==> src/rtl/vqcw_pkg.sv <==
package vqcw_pkg;
  localparam int PG_BITS   = 12;
  localparam int WORD_W    = 32;
  localparam int LANES     = WORD_W / 8;
  localparam int OFF_ADDR  = 0;
  localparam int OFF_LEN   = 8;
  localparam int OFF_CTRL  = 12;
  localparam int F_NEXT    = 0;
  localparam int F_WRITE   = 1;

  typedef enum logic [2:0] {
    S_IDLE, S_RD, S_RW, S_COPY, S_UWR, S_E0, S_E1, S_IRQ
  } state_t;

  typedef enum logic [1:0] {
    ST_CTRL, ST_LEN, ST_ADDR, ST_UIDX
  } step_t;
endpackage

==> src/rtl/vqcw_ring_geom.sv <==
module vqcw_ring_geom
  import vqcw_pkg::*;
#(
  parameter int AW = 32,
  parameter int IW = 16,
  localparam int PW = AW - PG_BITS
) (
  input  logic [PW-1:0] pfn,
  input  logic [IW-1:0] size,
  output logic [AW-1:0] desc_base,
  output logic [AW-1:0] used_base
);
  logic [AW-1:0] sz;
  logic [AW-1:0] raw;

  assign desc_base = {pfn, {PG_BITS{1'b0}}};
  assign sz        = AW'(size);
  // descriptor table, then avail flags/idx/ring, then round up to a page
  assign raw       = desc_base + (sz << 4) + (sz << 1) + AW'(4)
                   + AW'((1 << PG_BITS) - 1);
  assign used_base = {raw[AW-1:PG_BITS], {PG_BITS{1'b0}}};
endmodule

==> src/rtl/vqcw_byte_lane.sv <==
module vqcw_byte_lane #(
  parameter int LANES = 4,
  localparam int SW = $clog2(LANES)
) (
  input  logic [SW-1:0]      sel,
  input  logic [7:0]         din,
  output logic [LANES-1:0]   strb,
  output logic [8*LANES-1:0] dout
);
  for (genvar g = 0; g < LANES; g++) begin : g_lane
    assign strb[g]         = (sel == SW'(g));
    assign dout[8*g +: 8]  = din;
  end
endmodule

==> src/rtl/vq_cpl_writer.sv <==
module vq_cpl_writer
  import vqcw_pkg::*;
#(
  parameter int AW = 32,
  parameter int IW = 16,
  parameter int LW = 32,
  localparam int PW = AW - PG_BITS
) (
  input  logic              clk,
  input  logic              rst_n,
  input  logic              dev_reset,
  input  logic              job_start,
  input  logic [IW-1:0]     job_head,
  input  logic              job_wr_valid,
  input  logic [IW-1:0]     job_wr_idx,
  input  logic [LW-1:0]     job_len,
  input  logic [PW-1:0]     ring_pfn,
  input  logic [IW-1:0]     ring_size,
  input  logic [7:0]        rep_data,
  output logic              rep_take,
  output logic              mem_rd,
  output logic              mem_wr,
  output logic [AW-1:0]     mem_addr,
  output logic [LANES-1:0]  mem_wstrb,
  output logic [WORD_W-1:0] mem_wdata,
  input  logic [WORD_W-1:0] mem_rdata,
  output logic              busy,
  output logic              irq,
  output logic              err
);
  // reset: asserted asynchronously, released on the clock
  logic rs_meta, rs_n;
  always_ff @(posedge clk or negedge rst_n) begin
    if (!rst_n) begin
      rs_meta <= 1'b0;
      rs_n    <= 1'b0;
    end else begin
      rs_meta <= 1'b1;
      rs_n    <= rs_meta;
    end
  end

  state_t        state_q, state_d;
  step_t         step_q, step_d;
  logic          ph2_q, ph2_d;
  logic [IW-1:0] cur_q, cur_d, first_q, first_d, nxt_q, nxt_d;
  logic          more_q, more_d;
  logic [IW-1:0] hops_q, hops_d;
  logic [LW:0]   cap_q, cap_d;
  logic [LW-1:0] blen_q, blen_d, ptr_q, ptr_d, rem_q, rem_d, len_q, len_d;
  logic [AW-1:0] baddr_q, baddr_d;
  logic [IW-1:0] uidx_q, uidx_d, head_q, head_d, size_q, size_d;
  logic [AW-1:0] dbase_q, dbase_d, ubase_q, ubase_d;
  logic          err_q, err_d;

  logic [AW-1:0] geo_desc, geo_used;
  vqcw_ring_geom #(.AW(AW), .IW(IW)) u_geom (
    .pfn(ring_pfn), .size(ring_size),
    .desc_base(geo_desc), .used_base(geo_used)
  );

  logic [AW-1:0]     wr_byte_addr;
  logic [LANES-1:0]  lane_strb;
  logic [WORD_W-1:0] lane_data;
  assign wr_byte_addr = baddr_q + AW'(ptr_q);
  vqcw_byte_lane #(.LANES(LANES)) u_lane (
    .sel(wr_byte_addr[$clog2(LANES)-1:0]), .din(rep_data),
    .strb(lane_strb), .dout(lane_data)
  );

  logic [AW-1:0] desc_addr, elem_addr;
  logic [AW-1:0] step_off;
  logic [LW+1:0] cap_sum;
  logic [IW-1:0] rd_next;
  logic [15:0]   rd_flags;
  logic          abort;

  always_comb begin
    case (step_q)
      ST_CTRL: step_off = AW'(OFF_CTRL);
      ST_LEN:  step_off = AW'(OFF_LEN);
      default: step_off = AW'(OFF_ADDR);
    endcase
  end
  assign desc_addr = dbase_q + (AW'(cur_q) << 4) + step_off;
  assign elem_addr = ubase_q + AW'(4) + (AW'(uidx_q & (size_q - IW'(1))) << 3);
  assign cap_sum   = {1'b0, cap_q} + (LW+2)'(mem_rdata);
  assign rd_next   = IW'(mem_rdata[31:16]);
  assign rd_flags  = mem_rdata[15:0];

  always_comb begin
    state_d = state_q;  step_d  = step_q;   ph2_d   = ph2_q;
    cur_d   = cur_q;    first_d = first_q;  nxt_d   = nxt_q;
    more_d  = more_q;   hops_d  = hops_q;   cap_d   = cap_q;
    blen_d  = blen_q;   ptr_d   = ptr_q;    rem_d   = rem_q;
    len_d   = len_q;    baddr_d = baddr_q;  uidx_d  = uidx_q;
    head_d  = head_q;   size_d  = size_q;   dbase_d = dbase_q;
    ubase_d = ubase_q;  err_d   = err_q;
    abort     = 1'b0;
    mem_rd    = 1'b0;
    mem_wr    = 1'b0;
    mem_addr  = '0;
    mem_wstrb = '0;
    mem_wdata = '0;
    rep_take  = 1'b0;
    irq       = 1'b0;

    case (state_q)
      S_IDLE: begin
        if (job_start && job_wr_valid) begin
          head_d  = job_head;
          len_d   = job_len;
          rem_d   = job_len;
          size_d  = ring_size;
          dbase_d = geo_desc;
          ubase_d = geo_used;
          cur_d   = job_wr_idx;
          first_d = job_wr_idx;
          ph2_d   = 1'b0;
          hops_d  = '0;
          cap_d   = '0;
          step_d  = ST_CTRL;
          if (job_wr_idx >= ring_size) abort = 1'b1;
          else                         state_d = S_RD;
        end
      end
      S_RD: begin
        mem_rd   = 1'b1;
        mem_addr = (step_q == ST_UIDX) ? ubase_q : desc_addr;
        state_d  = S_RW;
      end
      S_RW: begin
        case (step_q)
          ST_CTRL: begin
            if (!rd_flags[F_WRITE]) begin
              abort = 1'b1;
            end else begin
              nxt_d   = rd_next;
              more_d  = rd_flags[F_NEXT];
              step_d  = ST_LEN;
              state_d = S_RD;
            end
          end
          ST_LEN: begin
            if (ph2_q) begin
              blen_d  = LW'(mem_rdata);
              step_d  = ST_ADDR;
              state_d = S_RD;
            end else begin
              cap_d = cap_sum[LW+1] ? '1 : cap_sum[LW:0];
              if (more_q) begin
                if (nxt_q >= size_q || hops_q == size_q - IW'(1)) begin
                  abort = 1'b1;
                end else begin
                  cur_d   = nxt_q;
                  hops_d  = hops_q + IW'(1);
                  step_d  = ST_CTRL;
                  state_d = S_RD;
                end
              end else if (cap_d < {1'b0, len_q}) begin
                abort = 1'b1;
              end else begin
                ph2_d   = 1'b1;
                cur_d   = first_q;
                step_d  = ST_CTRL;
                state_d = S_RD;
              end
            end
          end
          ST_ADDR: begin
            baddr_d = AW'(mem_rdata);
            ptr_d   = '0;
            state_d = S_COPY;
          end
          default: begin
            uidx_d  = IW'(mem_rdata[31:16]);
            state_d = S_UWR;
          end
        endcase
      end
      S_COPY: begin
        if (rem_q == '0) begin
          step_d  = ST_UIDX;
          state_d = S_RD;
        end else if (ptr_q == blen_q) begin
          if (more_q) begin
            cur_d   = nxt_q;
            step_d  = ST_CTRL;
            state_d = S_RD;
          end else begin
            abort = 1'b1;
          end
        end else begin
          mem_wr    = 1'b1;
          mem_addr  = wr_byte_addr;
          mem_wstrb = lane_strb;
          mem_wdata = lane_data;
          rep_take  = 1'b1;
          ptr_d     = ptr_q + LW'(1);
          rem_d     = rem_q - LW'(1);
        end
      end
      S_UWR: begin
        mem_wr    = 1'b1;
        mem_addr  = ubase_q;
        mem_wstrb = 4'b1100;
        mem_wdata = {16'(uidx_q + IW'(1)), 16'h0000};
        state_d   = S_E0;
      end
      S_E0: begin
        mem_wr    = 1'b1;
        mem_addr  = elem_addr;
        mem_wstrb = '1;
        mem_wdata = WORD_W'(head_q);
        state_d   = S_E1;
      end
      S_E1: begin
        mem_wr    = 1'b1;
        mem_addr  = elem_addr + AW'(4);
        mem_wstrb = '1;
        mem_wdata = WORD_W'(len_q);
        state_d   = S_IRQ;
      end
      S_IRQ: begin
        irq     = 1'b1;
        state_d = S_IDLE;
      end
      default: state_d = S_IDLE;
    endcase

    if (abort) begin
      err_d   = 1'b1;
      state_d = S_IDLE;
    end
    if (dev_reset) begin
      err_d   = 1'b0;
      state_d = S_IDLE;
    end
  end

  always_ff @(posedge clk or negedge rs_n) begin
    if (!rs_n) begin
      state_q <= S_IDLE;  step_q  <= ST_CTRL; ph2_q   <= 1'b0;
      cur_q   <= '0;      first_q <= '0;      nxt_q   <= '0;
      more_q  <= 1'b0;    hops_q  <= '0;      cap_q   <= '0;
      blen_q  <= '0;      ptr_q   <= '0;      rem_q   <= '0;
      len_q   <= '0;      baddr_q <= '0;      uidx_q  <= '0;
      head_q  <= '0;      size_q  <= '0;      dbase_q <= '0;
      ubase_q <= '0;      err_q   <= 1'b0;
    end else begin
      state_q <= state_d;  step_q  <= step_d;   ph2_q   <= ph2_d;
      cur_q   <= cur_d;    first_q <= first_d;  nxt_q   <= nxt_d;
      more_q  <= more_d;   hops_q  <= hops_d;   cap_q   <= cap_d;
      blen_q  <= blen_d;   ptr_q   <= ptr_d;    rem_q   <= rem_d;
      len_q   <= len_d;    baddr_q <= baddr_d;  uidx_q  <= uidx_d;
      head_q  <= head_d;   size_q  <= size_d;   dbase_q <= dbase_d;
      ubase_q <= ubase_d;  err_q   <= err_d;
    end
  end

  assign busy = (state_q != S_IDLE);
  assign err  = err_q;
endmodule

==> config.mk <==
export PLATFORM = sky130hd
export DESIGN_NAME = vq_cpl_writer
export DESIGN_NICKNAME = d
export VERILOG_FILES = /design/src/rtl/vqcw_pkg.sv /design/src/rtl/vqcw_ring_geom.sv /design/src/rtl/vqcw_byte_lane.sv /design/src/rtl/vq_cpl_writer.sv
export SDC_FILE = /design/constraint.sdc
export NUM_CORES = 1
export LEC_CHECK = 0
export BUFFER_PORTS_ARGS = -buffer_cell sky130_fd_sc_hd__buf_2
export CORE_MARGIN = 1
export CORE_UTILIZATION = 30
export DETAILED_ROUTE_END_ITERATION = 8
export PLACE_DENSITY = 0.44
export SKIP_LAST_GASP = 1
export SYNTH_ARGS = -nofsm -noshare
export SYNTH_HDL_FRONTEND = slang
export SYNTH_SLANG_ARGS = --single-unit
==> constraint.sdc <==
create_clock -name clk -period 24.7 [get_ports clk]
set_clock_uncertainty 0.05 [all_clocks]
set_input_delay 2.47 -clock clk [delete_from_list [all_inputs] [get_ports clk]]
set_output_delay 2.47 -clock clk [all_outputs]
set_load 0.005 [all_outputs]
==> metrics.csv <==
metric,value,unit
cts_tree,yes,
clkSlewWorstSetupHoldPaths,0.07,ns
synth_compound_area_share,18.5,%
hold_depth,0,
placed_cell_area,27800,µm²
synth_top_family_by_area,simple AND/OR/NAND/NOR gates,
r2r_cells,20,
rsz0062_at_grt,no,
setup-tns-final,0,ns
start_util,30.5,%
portBuffers,218,
grt_pass1_wl,150000,µm
worstMarginPinSlew,1.31,ns
syn2layout_area_growth,15.0,%
grt.total_usage,22.9,%
layout_common_cells,"nand2_1, dfrtp_1, o21ai_0, buf_2, ha_1",
grt_pass1_vias,23108,
p_switching,0.000979,W
synthCells,3031,
dieArea,86600,µm²
drv_cap,0,
grt_antenna_before_repair,5,
leakage,13.7,nW
vias,23248,
post_cts_resize_count,0,
crit_fanout,7,
io_pins,219,
whs,0.300,ns
clock_latency,0.63,ns
finalSetupViolations,0,
ant_nets,0,
avgSynthCellArea,8.45,µm²
synth-xor-area-share,7.72,%
fin_area,29500,µm²
powerDensity,82.7,nW/µm²
pwr-share-seq,35.3,%
synth.net_count,3376,
fmax,0.112,GHz
yosys.area_share.simple,20.8,%
clock-root-buffer,clkbuf_16,
fin_crit_sh,36.3,%
start_kind,flop,
clock_path_buffers,3,
pwr-share-clk,29.8,%
cts_buffers,46,
wirelength,99300,µm
sw_frac_of_total,40.2,%
irDropWorstVdd,0.0505,mV
setup_slack,15.73,ns
drtPass1Iterations,6,
viasPerCell,5.33,
synth-edff-count,0,
dpl_worst_slack,15.83,ns
remaining_drc_errors,0,
hold_path_class,flop to flop,
outcome,"complete, no violations",
synthDistinctLibCells,96,
htreeDepth,2,
slew_violations,0,
yosys_warnings,0,
crit_type,flop to output port,
drtIter0Drc,1650,
end_kind,output port,
intPower,0.00146,W
num_rows,106,
ys_seq_area_share,34.7,%
final_common_cell,nand2_1,
synth_area_leaders,"dfrtp_1, ha_1, nand2_1, o21ai_0, xnor2_1",
critPathArrivalTime,6.45,ns
slew_headroom,12.8,%
synth.area.mux_share,4.25,%
synth_ff_type,dfrtp_1,
grt_max_degree,136,
wl_per_cell,22.8,µm
syn_area,25600,µm²
ys_ff_latch,355,
die_y,294,µm
postCtsHoldBufs,0,
grt-ovfl-total,0,
die_x,294,µm
synthArstFlopShare,100,%
yosys.area.top_type,dfrtp_1,
worstPathRequired,22.18,ns
hold_violations,0,
core_area,84100,µm²
dpl.hpwl,76800,µm
synth-adder-area-share,10.0,%
synth.top_cell.area_share,34.7,%
cts_setup_buffers,0,
drive_above_1_share,13.8,%
fillerInstances,8866,
reg2reg_setup_slack,17.94,ns
final_nets,3526,
cts_sinks,355,
min_period,8.97,ns
routabilityCongestion,0.888,
p_comb_share,34.9,%
## state kept, by name (all words and copies together) (netlist names), 20 cells and up
signal   count
baddr_q     32
blen_q      32
cap_q       33
dbase_q     20
len_q       32
ptr_q       32
rem_q       32
ubase_q     20
## cell type report
type                       instances  area [µm²]  share of cell area (%)
antenna                            5        12.5                  0.0425
clock buffer                      55        1260                    4.29
clock inverter                    31         365                    1.24
inverter                         127         477                    1.62
multi-input combinational       2407       15700                    53.4
sequential                       355        8890                    30.2
tap                             1134        1420                    4.82
timing repair buffer             244        1300                    4.41
## kinds of logic (layout without fill, tap and decap cells)
family,count (synthesis),count (layout)
simple gates,1144,1144
other cells,1,6
fa+ha+maj,200,200
compound gates,741,741
flops,355,355
xor+xnor,222,222
buf+inv,269,457
mux,99,99
## synthesized netlist by cell type, types with 8 or more instances
cell,n
nand2b_1,25
xor2_1,97
nor4_1,17
a21o_1,50
a21oi_1,164
and3_1,36
or2_2,13
nand4_1,47
a22o_1,13
o21ai_0,257
mux2i_1,20
and2_1,27
nor3_1,47
a22oi_1,16
nor2_1,174
clkbuf_1,132
mux2_2,68
mux2_1,11
nor2b_1,17
a221o_1,36
fa_1,9
nand2_1,563
nor3b_1,11
nand3b_1,8
o31ai_1,9
a31oi_1,20
o21bai_1,16
ha_1,191
a211oi_1,26
dfrtp_1,355
xnor2_1,123
o22ai_1,8
o21a_1,13
o211ai_1,22
and4_1,11
inv_1,125
or3_1,27
nand3_1,92
## stage by stage
stage	total power, W	util [%]	std cells
5_1_grt	0.00259	35.0	4354
3_3_place_gp	0.00171	33.1	4267
6_report	0.00244	35.0	4358
4_1_cts	0.00247	35.0	4353
3_5_place_dp	0.00173	33.1	4267
2_1_floorplan	0.00139	-	3031
## worst max-delay path: stages (launching register included)
cell	delay [ns]
dfrtp_1	0.47
inv_1	0.14
ha_1	0.32
or4b_1	0.66
nor3_1	0.45
xnor2_1	0.21
and2_1	0.24
ha_1	0.27
a211oi_1	0.26
o21ai_0	0.19
a211oi_1	0.63
or2_2	0.33
xnor2_1	0.30
nand4_4	0.22
o21ai_1	0.20
mux2_1	0.34
and3_1	0.18
a221o_1	0.28
buf_2	0.13
## worst paths after layout
kind                                            start                       to
worst max register to register  cap_q[13]$_DFFE_PN0P_     cur_q[3]$_DFFE_PN0P_
worst min register to register      rs_meta$_DFF_PN0_           rs_n$_DFF_PN0_
min in group asynchronous              rs_n$_DFF_PN0_    head_q[2]$_DFFE_PN0P_
worst max-delay path            size_q[0]$_DFFE_PN0P_             mem_addr[25]
max in group asynchronous              rs_n$_DFF_PN0_  baddr_q[23]$_DFFE_PN0P_
worst min-delay path                rs_meta$_DFF_PN0_           rs_n$_DFF_PN0_
## power groups by stage
stage                     combinational [W]  clock, W  sequential (W)
after detailed placement           0.000853         0        0.000873
after CTS                          0.000858  0.000746        0.000863
after global placement             0.000842         0        0.000871
after floorplan                    0.000605         0        0.000789
after global routing               0.000951  0.000766        0.000878
final                              0.000851  0.000726        0.000861
## routing by layer
layer | routed length, µm | global-route usage, % | part of all wire [%] | vias up
met5 | 13 | 0 | 0.013 | -
met4 | 2980 | 6.92 | 3.0 | 2
met3 | 5440 | 3.26 | 5.5 | 113
met2 | 46100 | 37.9 | 46 | 627
met1 | 44800 | 30.8 | 45 | 11436
li1 | - | - | - | 11070
No activity file was read; power rests on OpenSTA's default activity.
